[src/rtl/intagg_pkg.sv]
package intagg_pkg;
    localparam int DATA_W = 8;
    localparam int ADDR_W = 6;
    localparam logic [ADDR_W-1:0] A_CTRL  = 6'h00;
    localparam logic [ADDR_W-1:0] A_PEND  = 6'h01;
    localparam logic [ADDR_W-1:0] A_PMASK = 6'h02;
    localparam logic [ADDR_W-1:0] A_GLOB  = 6'h03;
    localparam logic [ADDR_W-1:0] A_COR   = 6'h04;
    localparam int BUF_BASE  = 8;
    localparam int UNIT_BASE = 16;
    localparam int UNIT_STEP = 8;
    localparam int O_TX  = 0;
    localparam int O_TXM = 1;
    localparam int O_RX  = 2;
    localparam int O_RXM = 3;
    localparam int O_SUM = 4;
endpackage

[src/rtl/intagg_unit.sv]
module intagg_unit #(
    parameter int GRP_W = 8
) (
    input  logic             clk,
    input  logic             rst_n,
    input  logic             wr_tx,
    input  logic             wr_txm,
    input  logic             wr_rx,
    input  logic             wr_rxm,
    input  logic [GRP_W-1:0] wdata,
    input  logic [GRP_W-1:0] tx_evt,
    input  logic [GRP_W-1:0] rx_evt,
    output logic [GRP_W-1:0] tx_lat,
    output logic [GRP_W-1:0] tx_msk,
    output logic [GRP_W-1:0] rx_lat,
    output logic [GRP_W-1:0] rx_msk,
    output logic [1:0]       sum
);
    typedef struct packed {
        logic [GRP_W-1:0] tx;
        logic [GRP_W-1:0] txm;
        logic [GRP_W-1:0] rx;
        logic [GRP_W-1:0] rxm;
    } unit_st_t;

    unit_st_t s_d, s_q;

    always_comb begin
        s_d = s_q;
        if (wr_tx)  s_d.tx = s_q.tx & ~wdata;
        if (wr_rx)  s_d.rx = s_q.rx & ~wdata;
        s_d.tx = s_d.tx | tx_evt;
        s_d.rx = s_d.rx | rx_evt;
        if (wr_txm) s_d.txm = wdata;
        if (wr_rxm) s_d.rxm = wdata;
    end

    always_ff @(posedge clk or negedge rst_n) begin
        if (!rst_n) begin
            s_q.tx  <= '0;
            s_q.rx  <= '0;
            s_q.txm <= '1;
            s_q.rxm <= '1;
        end else begin
            s_q <= s_d;
        end
    end

    assign tx_lat = s_q.tx;
    assign tx_msk = s_q.txm;
    assign rx_lat = s_q.rx;
    assign rx_msk = s_q.rxm;
    assign sum[0] = |(s_q.tx & ~s_q.txm);
    assign sum[1] = |(s_q.rx & ~s_q.rxm);

    // events latch whatever the mask holds
    p_latch_r2: assert property (@(posedge clk) disable iff (!rst_n)
        (|tx_evt) |=> ((s_q.tx & $past(tx_evt)) == $past(tx_evt)));
    // written ones clear when no event competes
    p_w1c_r1: assert property (@(posedge clk) disable iff (!rst_n)
        (wr_tx && tx_evt == '0) |=> ((s_q.tx & $past(wdata)) == '0));
    // no write and no event keeps the latched bits
    p_hold_r1: assert property (@(posedge clk) disable iff (!rst_n)
        (!wr_rx && rx_evt == '0) |=> $stable(s_q.rx));
    // clearing all transmit bits drops the summary
    p_sum_drop_r3: assert property (@(posedge clk) disable iff (!rst_n)
        (wr_tx && wdata == '1 && tx_evt == '0) |=> !sum[0]);
endmodule

[src/rtl/intagg_port.sv]
module intagg_port #(
    parameter int BUF_W = 4
) (
    input  logic             clk,
    input  logic             rst_n,
    input  logic             wr_hit,
    input  logic [BUF_W-1:0] wdata,
    input  logic [BUF_W-1:0] evt,
    output logic [BUF_W-1:0] lat
);
    logic [BUF_W-1:0] lat_d, lat_q;

    always_comb begin
        lat_d = wr_hit ? (lat_q & ~wdata) : lat_q;
        lat_d = lat_d | evt;
    end

    always_ff @(posedge clk or negedge rst_n) begin
        if (!rst_n) lat_q <= '0;
        else        lat_q <= lat_d;
    end

    assign lat = lat_q;

    // a coinciding clear never loses a new underrun
    p_urun_set_r10: assert property (@(posedge clk) disable iff (!rst_n)
        (|evt) |=> ((lat_q & $past(evt)) == $past(evt)));
    // write-1 clears the buffer bits
    p_urun_w1c_r7: assert property (@(posedge clk) disable iff (!rst_n)
        (wr_hit && evt == '0) |=> ((lat_q & $past(wdata)) == '0));
endmodule

[src/rtl/intagg_top.sv]
module intagg_top
    import intagg_pkg::*;
#(
    parameter int N_UNITS = 2,
    parameter int GRP_W   = 8,
    parameter int N_PORTS = 2,
    parameter int BUF_W   = 4,
    parameter int COR_W   = 8
) (
    input  logic                     clk,
    input  logic                     rst_n,
    input  logic [ADDR_W-1:0]        addr,
    input  logic [DATA_W-1:0]        wdata,
    input  logic                     wr,
    input  logic                     rd,
    output logic [DATA_W-1:0]        rdata,
    input  logic [N_UNITS*GRP_W-1:0] tx_evt,
    input  logic [N_UNITS*GRP_W-1:0] rx_evt,
    input  logic [N_PORTS*BUF_W-1:0] urun_evt,
    input  logic [COR_W-1:0]         cor_evt,
    input  logic                     chg_evt,
    output logic                     irq
);
    localparam int TOP_W    = N_PORTS + 2;
    localparam int PEND_COR = N_PORTS;
    localparam int PEND_CHG = N_PORTS + 1;

    typedef struct packed {
        logic             en;
        logic [TOP_W-1:0] pend;
        logic [TOP_W-1:0] pmask;
        logic [COR_W-1:0] cor;
        logic             irq;
    } top_st_t;

    top_st_t s_d, s_q;

    logic [N_UNITS-1:0][GRP_W-1:0] u_tx, u_txm, u_rx, u_rxm;
    logic [N_UNITS-1:0][1:0]       u_sum;
    logic [N_UNITS-1:0]            glob;
    logic [N_PORTS-1:0][BUF_W-1:0] p_lat;

    for (genvar g = 0; g < N_UNITS; g++) begin : g_unit
        localparam int BASE = UNIT_BASE + g * UNIT_STEP;
        intagg_unit #(.GRP_W(GRP_W)) u_unit (
            .clk    (clk),
            .rst_n  (rst_n),
            .wr_tx  (wr && addr == ADDR_W'(BASE + O_TX)),
            .wr_txm (wr && addr == ADDR_W'(BASE + O_TXM)),
            .wr_rx  (wr && addr == ADDR_W'(BASE + O_RX)),
            .wr_rxm (wr && addr == ADDR_W'(BASE + O_RXM)),
            .wdata  (wdata[GRP_W-1:0]),
            .tx_evt (tx_evt[g*GRP_W +: GRP_W]),
            .rx_evt (rx_evt[g*GRP_W +: GRP_W]),
            .tx_lat (u_tx[g]),
            .tx_msk (u_txm[g]),
            .rx_lat (u_rx[g]),
            .rx_msk (u_rxm[g]),
            .sum    (u_sum[g])
        );
        assign glob[g] = |u_sum[g];
    end

    for (genvar p = 0; p < N_PORTS; p++) begin : g_port
        intagg_port #(.BUF_W(BUF_W)) u_port (
            .clk    (clk),
            .rst_n  (rst_n),
            .wr_hit (wr && addr == ADDR_W'(BUF_BASE + p)),
            .wdata  (wdata[BUF_W-1:0]),
            .evt    (urun_evt[p*BUF_W +: BUF_W]),
            .lat    (p_lat[p])
        );
    end

    always_comb begin
        s_d = s_q;
        if (wr && addr == A_CTRL)  s_d.en    = wdata[0];
        if (wr && addr == A_PEND)  s_d.pend  = s_q.pend & ~wdata[TOP_W-1:0];
        if (wr && addr == A_PMASK) s_d.pmask = wdata[TOP_W-1:0];
        for (int p = 0; p < N_PORTS; p++) begin
            s_d.pend[p] = s_d.pend[p] | (|urun_evt[p*BUF_W +: BUF_W]);
        end
        s_d.pend[PEND_COR] = s_d.pend[PEND_COR] | (s_q.cor != '0);
        s_d.pend[PEND_CHG] = s_d.pend[PEND_CHG] | chg_evt;
        s_d.cor = (rd && addr == A_COR) ? cor_evt : (s_q.cor | cor_evt);
        s_d.irq = s_q.en && ((|(s_q.pend & ~s_q.pmask)) || (|glob));
    end

    always_ff @(posedge clk or negedge rst_n) begin
        if (!rst_n) begin
            s_q.en    <= 1'b0;
            s_q.pend  <= '0;
            s_q.pmask <= '1;
            s_q.cor   <= '0;
            s_q.irq   <= 1'b0;
        end else begin
            s_q <= s_d;
        end
    end

    assign irq = s_q.irq;

    always_comb begin
        rdata = '0;
        case (addr)
            A_CTRL:  rdata = DATA_W'(s_q.en);
            A_PEND:  rdata = DATA_W'(s_q.pend);
            A_PMASK: rdata = DATA_W'(s_q.pmask);
            A_GLOB:  rdata = DATA_W'(glob);
            A_COR:   rdata = DATA_W'(s_q.cor);
            default: rdata = '0;
        endcase
        for (int p = 0; p < N_PORTS; p++) begin
            if (addr == ADDR_W'(BUF_BASE + p)) rdata = DATA_W'(p_lat[p]);
        end
        for (int u = 0; u < N_UNITS; u++) begin
            if (addr == ADDR_W'(UNIT_BASE + u * UNIT_STEP + O_TX))  rdata = DATA_W'(u_tx[u]);
            if (addr == ADDR_W'(UNIT_BASE + u * UNIT_STEP + O_TXM)) rdata = DATA_W'(u_txm[u]);
            if (addr == ADDR_W'(UNIT_BASE + u * UNIT_STEP + O_RX))  rdata = DATA_W'(u_rx[u]);
            if (addr == ADDR_W'(UNIT_BASE + u * UNIT_STEP + O_RXM)) rdata = DATA_W'(u_rxm[u]);
            if (addr == ADDR_W'(UNIT_BASE + u * UNIT_STEP + O_SUM)) rdata = DATA_W'(u_sum[u]);
        end
    end

    // a cleared enable keeps irq low at the next edge
    p_irq_gate_r5: assert property (@(posedge clk) disable iff (!rst_n)
        !s_q.en |=> !irq);
    // an enabled, unmasked pending bit raises irq one edge later
    p_unmask_r6: assert property (@(posedge clk) disable iff (!rst_n)
        (s_q.en && (|(s_q.pend & ~s_q.pmask))) |=> irq);
    // a clearing read leaves only the coinciding events
    p_cor_clear_r8: assert property (@(posedge clk) disable iff (!rst_n)
        (rd && addr == A_COR) |=> (s_q.cor == $past(cor_evt)));
    // nonzero content raises its top pending bit
    p_cor_flag_r8: assert property (@(posedge clk) disable iff (!rst_n)
        (s_q.cor != '0) |=> s_q.pend[PEND_COR]);
    // a change event beats a simultaneous clear
    p_chg_set_r10: assert property (@(posedge clk) disable iff (!rst_n)
        chg_evt |=> s_q.pend[PEND_CHG]);
endmodule

[config.mk]
export PLATFORM = sky130hd
export DESIGN_NAME = intagg_top
export DESIGN_NICKNAME = d
export VERILOG_FILES = /design/src/rtl/intagg_pkg.sv /design/src/rtl/intagg_unit.sv /design/src/rtl/intagg_port.sv /design/src/rtl/intagg_top.sv
export SDC_FILE = /design/constraint.sdc
export NUM_CORES = 1
export LEC_CHECK = 0
export BUFFER_PORTS_ARGS = -buffer_cell sky130_fd_sc_hd__buf_2
export CORE_MARGIN = 3
export CORE_UTILIZATION = 44
export CTS_CLUSTER_DIAMETER = 150
export DETAILED_ROUTE_END_ITERATION = 10
export SLEW_MARGIN = 20
export SYNTH_ARGS = -nofsm -noshare
export SYNTH_HDL_FRONTEND = slang
export SYNTH_SLANG_ARGS = --single-unit
[constraint.sdc]
create_clock -name clk -period 2.97 [get_ports clk]
set_clock_uncertainty 0.05 [all_clocks]
set_input_delay 0.297 -clock clk [delete_from_list [all_inputs] [get_ports clk]]
set_output_delay 0.297 -clock clk [all_outputs]
set_load 0.02 [all_outputs]
### Yosys cells after proc, flatten, opt, wreduce, memory -nomap -nowiden

Cells that the tools add are included.

| storage, ports and cells | value |
|---|---|
| bits in registers | 90 |
| output and inout bits | 9 |
| bits of input ports | 67 |

| cells by class | value |
|---|---|
| reduce and logical (&&, ||, !) cells | 28 |
| mux-type cells | 21 |
| bitwise logic cells | 30 |
| equality and inequality tests | 16 |

Operators with widths:

| kind | count |
|---|---|
| 8-bit 2-to-1 mux | 17 |
| 8-bit AND | 8 |
| 6-bit by 5-bit equality test with 1-bit output (second input constant) | 10 |
| 8-bit NOT | 5 |
| 8-bit OR | 5 |
| 8-bit one-hot mux with 5 select lines | 1 |
| 16-bit OR reduction | 2 |
| 32-bit OR reduction | 1 |
| 8-bit OR reduction | 4 |
| 4-bit AND | 4 |
| 1-bit logical AND | 15 |
| 6-bit by 2-bit equality test with 1-bit output (second input constant) | 2 |
| 6-bit by 4-bit equality test with 1-bit output (second input constant) | 2 |
| 4-bit 2-to-1 mux | 3 |
| 4-bit OR reduction | 3 |
| 4-bit NOT | 2 |
| 4-bit OR | 2 |
| 8-bit nonzero test | 1 |
| 6-bit by 1-bit equality test with 1-bit output (second input constant) | 1 |
| 6-bit by 3-bit equality test with 1-bit output (second input constant) | 1 |
| 6-bit logical NOT | 1 |
| 1-bit OR | 4 |
| 1-bit logical OR | 1 |

### Depth between registers and ports, before layout

Gate-level depths: netlist of the first run.

| depth | value |
|---|---|
| depth in word-level cells | 16 |
| gate-level depth with buffers | 9 |
| depth with buffers taken out | 6 |

### By module

Synthesis of the first run repeated with hierarchy kept, for this count alone.

| unflattened totals | value |
|---|---|
| cells, all modules | 480 |
| area total of the unflattened synthesis | 4803.4 um^2 |

By module, submodules not included:

| module | area an instance (um^2) | cells each | instances |
|---|---|---|---|
| intagg_unit | 1326.3 | 110 | 2 |
| intagg_top | 1860.5 | 236 | 1 |
| intagg_port | 145.1 | 12 | 2 |

### Worst setup path before layout of the first run

Ideal clock, no wire load.

| path | value |
|---|---|
| path type | input to output |
| start point | in addr[4] |
| end point | out rdata[2] |
| data required time | 2.623 ns |
| arrival time | 1.992 ns |
| buffers on the path | 1 |
| stages | 7 |
| slack | 0.631 ns |
| cells stage by stage | buf_6 > or4b_4 > nor2_2 > a221o_1 > a211oi_1 > or4_1 > a31oi_1 |

| on the way | value |
|---|---|
| cells in the longest elaborated chain, start to end | 14 |
| elaborated cells between the ends (all ways) | 30 |
| classes of those cells | eq/ne (16); mux (13); reduce/logical (1) |

RTL lines:

| what | line | RTL |
|---|---|---|
| from (decl) | intagg_top.sv:12 | `input logic [ADDR_W-1:0] addr,` |
| 6-bit by 3-bit equality test with 1-bit output (tied with other cells) | intagg_top.sv:105 | `case (addr)` |
| 8-bit one-hot mux with 5 select lines | intagg_top.sv:105 |  |
| 8-bit 2-to-1 mux (2 in a row) | intagg_top.sv:114 | `if (addr == ADDR_W'(BUF_BASE + p)) rdata = DATA_W'(p_lat[p]);` |
| 8-bit 2-to-1 mux | intagg_top.sv:117 | `if (addr == ADDR_W'(UNIT_BASE + u * UNIT_STEP + O_TX)) rdata = DATA_W'(u_tx[u]);` |
| 8-bit 2-to-1 mux | intagg_top.sv:118 | `if (addr == ADDR_W'(UNIT_BASE + u * UNIT_STEP + O_TXM)) rdata = DATA_W'(u_txm[u]);` |
| 8-bit 2-to-1 mux | intagg_top.sv:119 | `if (addr == ADDR_W'(UNIT_BASE + u * UNIT_STEP + O_RX)) rdata = DATA_W'(u_rx[u]);` |
| 8-bit 2-to-1 mux | intagg_top.sv:120 | `if (addr == ADDR_W'(UNIT_BASE + u * UNIT_STEP + O_RXM)) rdata = DATA_W'(u_rxm[u]);` |
| 8-bit 2-to-1 mux | intagg_top.sv:121 | `if (addr == ADDR_W'(UNIT_BASE + u * UNIT_STEP + O_SUM)) rdata = DATA_W'(u_sum[u]);` |
| 8-bit 2-to-1 mux | intagg_top.sv:117 |  |
| 8-bit 2-to-1 mux | intagg_top.sv:118 |  |
| 8-bit 2-to-1 mux | intagg_top.sv:119 |  |
| 8-bit 2-to-1 mux | intagg_top.sv:120 |  |
| 8-bit 2-to-1 mux (*) | intagg_top.sv:121 |  |
| to (decl) | intagg_top.sv:16 | `output logic [DATA_W-1:0] rdata,` |

Mark *: on every way between the ends. The rest lies on a longest branch, timed or not.

### Final worst setup path of the first run

| path | value |
|---|---|
| start point | reg g_unit[1].u_unit.s_q, in the netlist g_unit[1].u_unit.tx_msk[6] |
| end point | out rdata[1] |

| on the way | value |
|---|---|
| cells in the longest elaborated chain, start to end | 16 |

RTL lines:

| what | line | RTL |
|---|---|---|
| from (decl) | intagg_unit.sv:26 | `unit_st_t s_d, s_q;` |
| 8-bit NOT | intagg_unit.sv:53 | `assign sum[0] = \|(s_q.tx & ~s_q.txm);` |
| 8-bit AND | intagg_unit.sv:53 |  |
| 16-bit OR reduction | intagg_top.sv:61 | `assign glob[g] = \|u_sum[g];` |
| 8-bit one-hot mux with 5 select lines | intagg_top.sv:105 |  |
| 8-bit 2-to-1 mux (2 in a row) | intagg_top.sv:114 |  |
| 8-bit 2-to-1 mux | intagg_top.sv:117 |  |
| 8-bit 2-to-1 mux | intagg_top.sv:118 |  |
| 8-bit 2-to-1 mux | intagg_top.sv:119 |  |
| 8-bit 2-to-1 mux | intagg_top.sv:120 |  |
| 8-bit 2-to-1 mux | intagg_top.sv:121 |  |
| 8-bit 2-to-1 mux | intagg_top.sv:117 |  |
| 8-bit 2-to-1 mux | intagg_top.sv:118 |  |
| 8-bit 2-to-1 mux | intagg_top.sv:119 |  |
| 8-bit 2-to-1 mux | intagg_top.sv:120 |  |
| 8-bit 2-to-1 mux | intagg_top.sv:121 |  |

No other way between the ends.

==> impl_metrics.json, run 1 <==
{
  "status": "finished clean",
  "grt_max_degree": 84,
  "clkSinkCount": 90,
  "final_nets": 621,
  "met2WireLength_mm": 6.701,
  "slew_viol_final": 0,
  "synth_area_sq_um": 4816,
  "yosys.area.top_type": "dfrtp_1",
  "slew_headroom": 0.4853,
  "io_pins": 76,
  "synth_compound_area_frac": 0.2016,
  "met1_length_mm": 6.601,
  "port_buffers": 75,
  "met3_length_um": 811,
  "cp_max_fo": 4,
  "power_density_nw_per_um2": 482.6,
  "hold_class": "input pin to register",
  "h-tree-depth": 3,
  "dp_hpwl_mm": 10.71,
  "top_layer_used": "met4",
  "cp.arrival_ns": 2.46,
  "p_switching_mw": 0.7233,
  "cts.path.max_buffers": 2,
  "clkTransAtPathRegs_ns": 0.10,
  "drc": 0,
  "synth_top_area_share": 0.2806,
  "insertion_delay_ns": 0.38,
  "drt-wirelength-per-cell_um": 20.70,
  "dr.pass1.iters": 5,
  "antenna_found_initial": 0,
  "grt_pass1_vias": 3973,
  "viasPerCell": 5.820,
  "initial_core_util": 0.4603,
  "maxCapViolCount": 0,
  "finish.instance_area_sq_um": 5612,
  "tightest_slew_ns": 0.7721,
  "yosys_register_bits": 90,
  "synth_top_family_by_area": "compound AO/OA/AOI/OAI gates",
  "rows": 37,
  "diodes": 0,
  "synth.area.top_cells": "dfrtp_1 (28%), dfstp_2 (20%), mux2_2 (9.8%)",
  "period_share": 0.9455,
  "max_freq_mhz": 356.1,
  "fp.dieW_um": 110.6,
  "post-route-util": 0.5364,
  "finalSetupViolCount": 0,
  "postCtsSetupBuffers": 0,
  "die_area_sq_um": 12240,
  "hold_viol": 0,
  "die_h_um": 110.6,
  "overflow": 0,
  "track_usage": 0.2412,
  "seq_power_share": 0.521,
  "worstSetupEndpointType": "primary output",
  "startpoint_type": "register",
  "pwr-share-comb": 0.128,
  "synthCells": 476,
  "ys_types": 56,
  "cp.required_ns": 2.62,
  "grt_pass1_wl_mm": 23.00,
  "setup_tns_ns": 0,
  "gp_congestion": 0.9426,
  "syn_area_per_cell_sq_um": 10.12,
  "synth_fa_ha_area_frac": 0,
  "clock-root-buffer": "clkbuf_8",
  "post-route-min-period_ns": 2.808,
  "ir_drop_mv": 0.3347,
  "ys_warn_count": 0,
  "yosys.area_share.xor_xnor": 0.001819,
  "intPower_mw": 1.985,
  "crit_type": "register to primary output",
  "syn_to_final_growth_pct": 16.52,
  "drt_iter0_drc": 293,
  "drive_gt1_frac": 0.3614,
  "synth_mux_area_frac": 0.1091,
  "postPlaceCellArea_sq_um": 5349,
  "p_sw_frac": 0.2671,
  "p_leak_nw": 2.288,
  "synth_nets": 543,
  "cts_made_buffers": 9,
  "num_vias": 4045,
  "routed_wl_mm": 14.39,
  "async_flop_share": 1.000,
  "synth_ff_type": "dfrtp_1",
  "grt_setup_unrepaired": "no",
  "cts_tree": "yes",
  "yosys.area_share.simple": 0.1668,
  "ys_seq_area_frac": 0.4770,
  "synth-edff-count": 0,
  "ant_nets": 0,
  "p_clk_frac": 0.351,
  "core_sq_um": 10460
}
## synthesized netlist by cell type, types with 2 or more instances
library cell,instances
a31oi_1,4
dfrtp_1,54
mux2i_1,3
a22oi_1,6
or4b_4,2
buf_2,9
nand3_1,12
and3_1,5
nor4_1,6
or3_1,2
nor2_4,2
a21o_1,49
and3b_1,2
o221a_1,4
nor2b_1,12
or4_1,2
mux2_2,42
nor4_2,2
a311oi_1,4
o211ai_1,2
a211o_1,4
or2_2,2
nand2_1,66
inv_1,24
nor2_1,26
dfstp_2,36
o21ai_0,13
a22o_1,2
nand4_1,2
o22ai_1,24
a221o_1,2
nand2b_1,7
clkbuf_1,10
a21oi_1,8
buf_6,3
a2111oi_0,3
## power by group through the flow
stage | combinational [mW] | sequential [mW] | clock [mW]
after global placement | 0.336 | 1.43 | 0
after global routing | 0.382 | 1.42 | 1.02
after CTS | 0.342 | 1.41 | 0.974
after detailed placement | 0.341 | 1.43 | 0
final | 0.348 | 1.41 | 0.949
after floorplan | 0.198 | 1.41 | 0
## layer usage
layer,up-vias,global-route usage
met5,-,0
met3,19,0.04767
met4,0,0.07389
met1,1999,0.3359
li1,1888,-
met2,139,0.3811
## worst max-delay path, cell delays in order (launching register included)
cell	delay [ns]
dfstp_2	0.57
nor2b_1	0.07
a2111oi_2	0.33
buf_4	0.17
nand4_1	0.16
a221o_1	0.34
o21ai_1	0.14
a31oi_1	0.12
buf_2	0.20
## state kept, by name, indices dropped and copies added (netlist names)
name and count:
g_unit.u_unit.rx_msk 16, g_unit.u_unit.tx_lat 16, g_unit.u_unit.tx_msk 16, irq 1
g_port.u_port.lat 8, g_unit.u_unit.rx_lat 16, s_q 17
## layout make-up
| cell class | instances | area [sq um] |
|---|---|---|
| Multi-Input combinational cell | 339 | 2335 |
| Tap cell | 136 | 170.2 |
| Sequential cell | 90 | 2297 |
| Clock buffer | 9 | 123.9 |
| Clock inverter | 7 | 98.84 |
| Inverter | 24 | 90.09 |
| Fill cell | 996 | 4851 |
| Timing Repair Buffer | 90 | 496.7 |
## what timing repair did
| item | 4_1_cts | 5_1_grt |
|---|---|---|
| resized for setup | 0 | 9 |
| hold endpoints to repair | 0 | 54 |
| endpoints found under the setup margin | 0 | 3 |
| hold buffers | 0 | 1 |
## metrics by stage
stage | total power [mW] | hold WS [ns] | worst slack, ns | instances
6_report | 2.708 | 0.03731 | 0.1620 | 695
5_1_grt | 2.822 | 0.02620 | 0.02697 | 695
3_5_place_dp | 1.772 | 0.4243 | 0.1311 | 678
3_3_place_gp | 1.763 | 0.4135 | 0.1717 | 678
4_1_cts | 2.727 | 0.02291 | 0.01276 | 694
2_1_floorplan | 1.606 | -0.04859 | 0.6314 | 476
## cells in the final DEF, fill, tap and decap left out, drive strengths merged, types with 3 or more instances in the layout
cell,Yosys,layout
a311oi,4,4
inv,24,27
nand3,12,12
nor2,29,29
mux2i,3,3
o21ai,13,13
dfrtp,54,54
a2111oi,3,3
a31oi,4,4
nor2b,12,12
nand2b,7,7
dfstp,36,36
or2,3,3
nand2,67,67
o221a,5,5
a21o,49,49
clkbuf,10,9
a211o,4,4
o22ai,24,24
a22oi,6,6
buf,13,89
mux2,42,42
and3,5,5
nor4,8,8
a21oi,8,8
## logic make-up after synthesis
logic type / count (synthesis)
flip-flops: 90
AO/OA/AOI/OAI: 134
AND/OR/NAND/NOR: 158
XOR/XNOR: 1
multiplexers: 46
buffers and inverters: 47
## final timing paths
path	cells after the start	to	slack, ns	start
worst max register to register	4	irq$_DFF_PN0_	0.88	g_unit[0].u_unit.rx_msk[6]$_DFFE_PN1P_
worst max-delay path	8	rdata[1]	0.16	g_unit[1].u_unit.tx_msk[6]$_DFFE_PN1P_
min in group asynchronous	2	s_q[16]$_DFF_PN0_	0.44	rst_n
worst min-delay path	2	g_unit[0].u_unit.rx_lat[4]$_DFF_PN0_	0.04	rx_evt[4]
max in group asynchronous	3	g_unit[1].u_unit.rx_msk[4]$_DFFE_PN1P_	1.70	rst_n
worst min register to register	1	g_port[0].u_port.lat[1]$_DFF_PN0_	0.44	g_port[0].u_port.lat[1]$_DFF_PN0_
Note: power is estimated with default switching activity, not from simulation.
==> inputs of run 2 (changes only) <==
--- a/config.mk
+++ b/config.mk
@@ -5,12 +5,15 @@
 export SDC_FILE = /design/constraint.sdc
 export NUM_CORES = 1
 export LEC_CHECK = 0
+export ABC_AREA = 1
 export BUFFER_PORTS_ARGS = -buffer_cell sky130_fd_sc_hd__buf_2
 export CORE_MARGIN = 3
 export CORE_UTILIZATION = 44
 export CTS_CLUSTER_DIAMETER = 150
 export DETAILED_ROUTE_END_ITERATION = 10
+export RECOVER_POWER = 50
 export SLEW_MARGIN = 20
 export SYNTH_ARGS = -nofsm -noshare
 export SYNTH_HDL_FRONTEND = slang
+export SYNTH_HIERARCHICAL = 1
 export SYNTH_SLANG_ARGS = --single-unit
==> run 2 against run 1 <==
Effect of this change:
- register-to-register slack better by 0.62 ns
- first-iteration DRC count decreased by 25%
- non-clock buffer count decreased by 10
- cell count increased by 20%
- die area down 2.2%
- routed wire length down 12%
- global-route usage fell by 1.3 points
- sequential share of layout area grew 1.5 points
- combinational power up 17%
- total power fell by 0.63%
- synthesized cell count grew 29%
- critical endpoint is now rdata[0]
- highest routed layer unchanged
==> impl_metrics.json, run 2 <==
{
  "cts.path.max_buffers": 2,
  "ys_seq_area_frac": 0.4884,
  "crit_path_cell_trace": "inv_1 > nand2_1 > nand2_1 > nor2_2 > nand2_2 > inv_2 > nand2_1 > nand4_1 > nand2_1 > nor2_1 > nand2_1 > nand2_1 > nand4_1 > nor2_1 > nand4_1 > nand2_1 > nand4_1 > buf_4",
  "die_h_um": 109.4,
  "dp_slack_ns": 0.5081,
  "clkSinkCount": 90,
  "cts_tree": "yes",
  "cpPeakStageDelay_ns": 0.54,
  "status": "finished clean",
  "rows": 37,
  "layout_common_cells": "nand2_1 (219), inv_1 (88), buf_2 (72)",
  "track_usage": 0.2283,
  "drive_gt1_frac": 0.2060,
  "slew_headroom": 0.1433,
  "cp.required_ns": 2.62,
  "synth_top_area_share": 0.2873,
  "seq_power_share": 0.538,
  "postCtsSetupBuffers": 0,
  "yosysMostFrequentCell": "nand2_1",
  "top_layer_used": "met4",
  "gp_congestion": 0.9547,
  "cts_made_buffers": 9,
  "syn_to_final_growth_pct": 15.08,
  "startpoint_type": "register",
  "grt_max_degree": 52,
  "p_sw_frac": 0.2783,
  "hold_class": "input pin to register",
  "fin_cells": 835,
  "met1_length_mm": 5.714,
  "yosys-top-cells-count": "nand2_1 (220), inv_1 (89), dfrtp_1 (54)",
  "top_register": "s_q",
  "num_vias": 4233,
  "p_switching_mw": 0.7489,
  "fp.dieW_um": 109.4,
  "dp_hpwl_mm": 9.606,
  "syn_area_per_cell_sq_um": 7.685,
  "ant_nets": 0,
  "synth_ff_type": "dfrtp_1",
  "synth_nets": 679,
  "period_share": 0.9403,
  "antenna_found_initial": 0,
  "yosys_register_bits": 90,
  "cp.arrival_ns": 2.45,
  "async_flop_share": 1.000,
  "post-route-min-period_ns": 2.793,
  "synth_area_sq_um": 4703,
  "p_clk_frac": 0.311,
  "met2WireLength_mm": 6.120,
  "cp_max_fo": 2,
  "cpLargestDelayFamily": "simple AND/OR/NAND/NOR gates",
  "io_pins": 76,
  "setup_tns_ns": 0,
  "multi_input_area_sq_um": 2001,
  "clkTransAtPathRegs_ns": 0.08,
  "final_nets": 761,
  "critPathBufInv": 3,
  "h-tree-depth": 3,
  "regArea_sq_um": 2297,
  "hold_viol": 0,
  "post-route-util": 0.5220,
  "crit_type": "register to primary output",
  "finalSetupViolCount": 0,
  "cp_slowest_cell": "dfstp_2",
  "mostFrequentLayoutCell": "nand2_1",
  "power_density_nw_per_um2": 497.2,
  "largest_reg_flops": 17,
  "p_leak_nw": 2.649,
  "core_sq_um": 10370,
  "fillers": 1056,
  "ys_types": 28,
  "clock-root-buffer": "clkbuf_8",
  "grt_pass1_wl_mm": 20.61,
  "maxCapViolCount": 0,
  "synthCells": 612,
  "fin_hold_ws_ns": 0.04502,
  "intPower_mw": 1.943,
  "max_freq_mhz": 358.1,
  "viasPerCell": 5.069,
  "setup_slack_ns": 0.1773,
  "worstSetupEndpointType": "primary output",
  "insertion_delay_ns": 0.37,
  "pwr-share-comb": 0.151,
  "dr.pass1.iters": 5,
  "tightest_slew_ns": 1.285,
  "slew_viol_final": 0,
  "cpMostUsedCell": "nand2_1",
  "synth.area.top_cells": "dfrtp_1 (29%), dfstp_2 (20%), nand2_1 (18%)",
  "grt_setup_unrepaired": "no",
  "overflow": 0,
  "drt_iter0_drc": 221,
  "drc": 0,
  "initial_core_util": 0.4535,
  "ys_warn_count": 6,
  "synth-edff-count": 0,
  "die_area_sq_um": 11970,
  "ir_drop_mv": 0.2601,
  "grt_pass1_vias": 4121,
  "port_buffers": 75,
  "diodes": 0,
  "met3_length_um": 536,
  "routed_wl_mm": 12.72,
  "dp.cells": 818,
  "yosys.area.top_type": "dfrtp_1",
  "drt-wirelength-per-cell_um": 15.23
}
run 2: area by class of cell:
| cell class | count | area share |
|---|---|---|
| clock buffers | 13 | 0.02751 |
| flip-flops and latches | 90 | 0.4244 |
| repair buffers | 80 | 0.07651 |
| clock inverters | 3 | 0.007397 |
| multi-input cells | 422 | 0.3696 |
| inverters | 91 | 0.06311 |
| well taps | 136 | 0.03144 |
run 2: per-layer routing:
layer | vias to the layer above | GRT usage
met2 | 100 | 0.3797
li1 | 2101 | -
met5 | - | 0
met3 | 21 | 0.03347
met1 | 2011 | 0.2971
met4 | 0 | 0.09795
run 2: per-stage QoR:
| stage | power (mW) | area [sq um] |
|---|---|---|
| floorplan | 1.689 | 4703 |
| global placement | 1.859 | 5225 |
| detailed placement | 1.875 | 5225 |
| CTS | 2.724 | 5424 |
| global route | 2.846 | 5413 |
| finish | 2.691 | 5413 |
run 2: power groups by stage:
| stage | logic (mW) | clock network, mW | registers [mW] |
|---|---|---|---|
| after floorplan | 0.234 | 0 | 1.46 |
| after global placement | 0.395 | 0 | 1.46 |
| after detailed placement | 0.406 | 0 | 1.47 |
| after CTS | 0.408 | 0.868 | 1.45 |
| after global routing | 0.471 | 0.914 | 1.46 |
| final | 0.408 | 0.836 | 1.45 |
run 2: cell families (layout without fill, tap and decap cells):
kind of cell / after synthesis / after routing / share of synthesized area
AO/OA/AOI/OAI: 115 / 115 / 0.1508
flip-flops: 90 / 90 / 0.4884
buffers and inverters: 100 / 187 / 0.08726
AND/OR/NAND/NOR: 307 / 307 / 0.2735
run 2: timing repair:
| action | in CTS | in global routing |
|---|---|---|
| hold buffers | 1 | 0 |
| endpoints found under the setup margin | 0 | 1 |
| resized for setup | 0 | 5 |
| hold endpoints to repair | 36 | 0 |
run 2: final timing paths:
path | startpoint | endpoint | slack [ns] | cells past startpoint
max | g_unit[0].u_unit/tx_msk[6]$_DFFE_PN1P_ | rdata[0] | 0.18 | 18
min | rx_evt[13] | g_unit[1].u_unit/rx_lat[5]$_DFF_PN0_ | 0.05 | 2
max reg2reg | g_unit[1].u_unit/rx_msk[6]$_DFFE_PN1P_ | irq$_DFF_PN0_ | 1.50 | 7
min reg2reg | g_port[1].u_port/lat[0]$_DFF_PN0_ | g_port[1].u_port/lat[0]$_DFF_PN0_ | 0.44 | 2
max in group asynchronous | rst_n | g_unit[0].u_unit/rx_lat[2]$_DFF_PN0_ | 0.53 | 3
min in group asynchronous | rst_n | s_q[15]$_DFF_PN0_ | 0.68 | 2
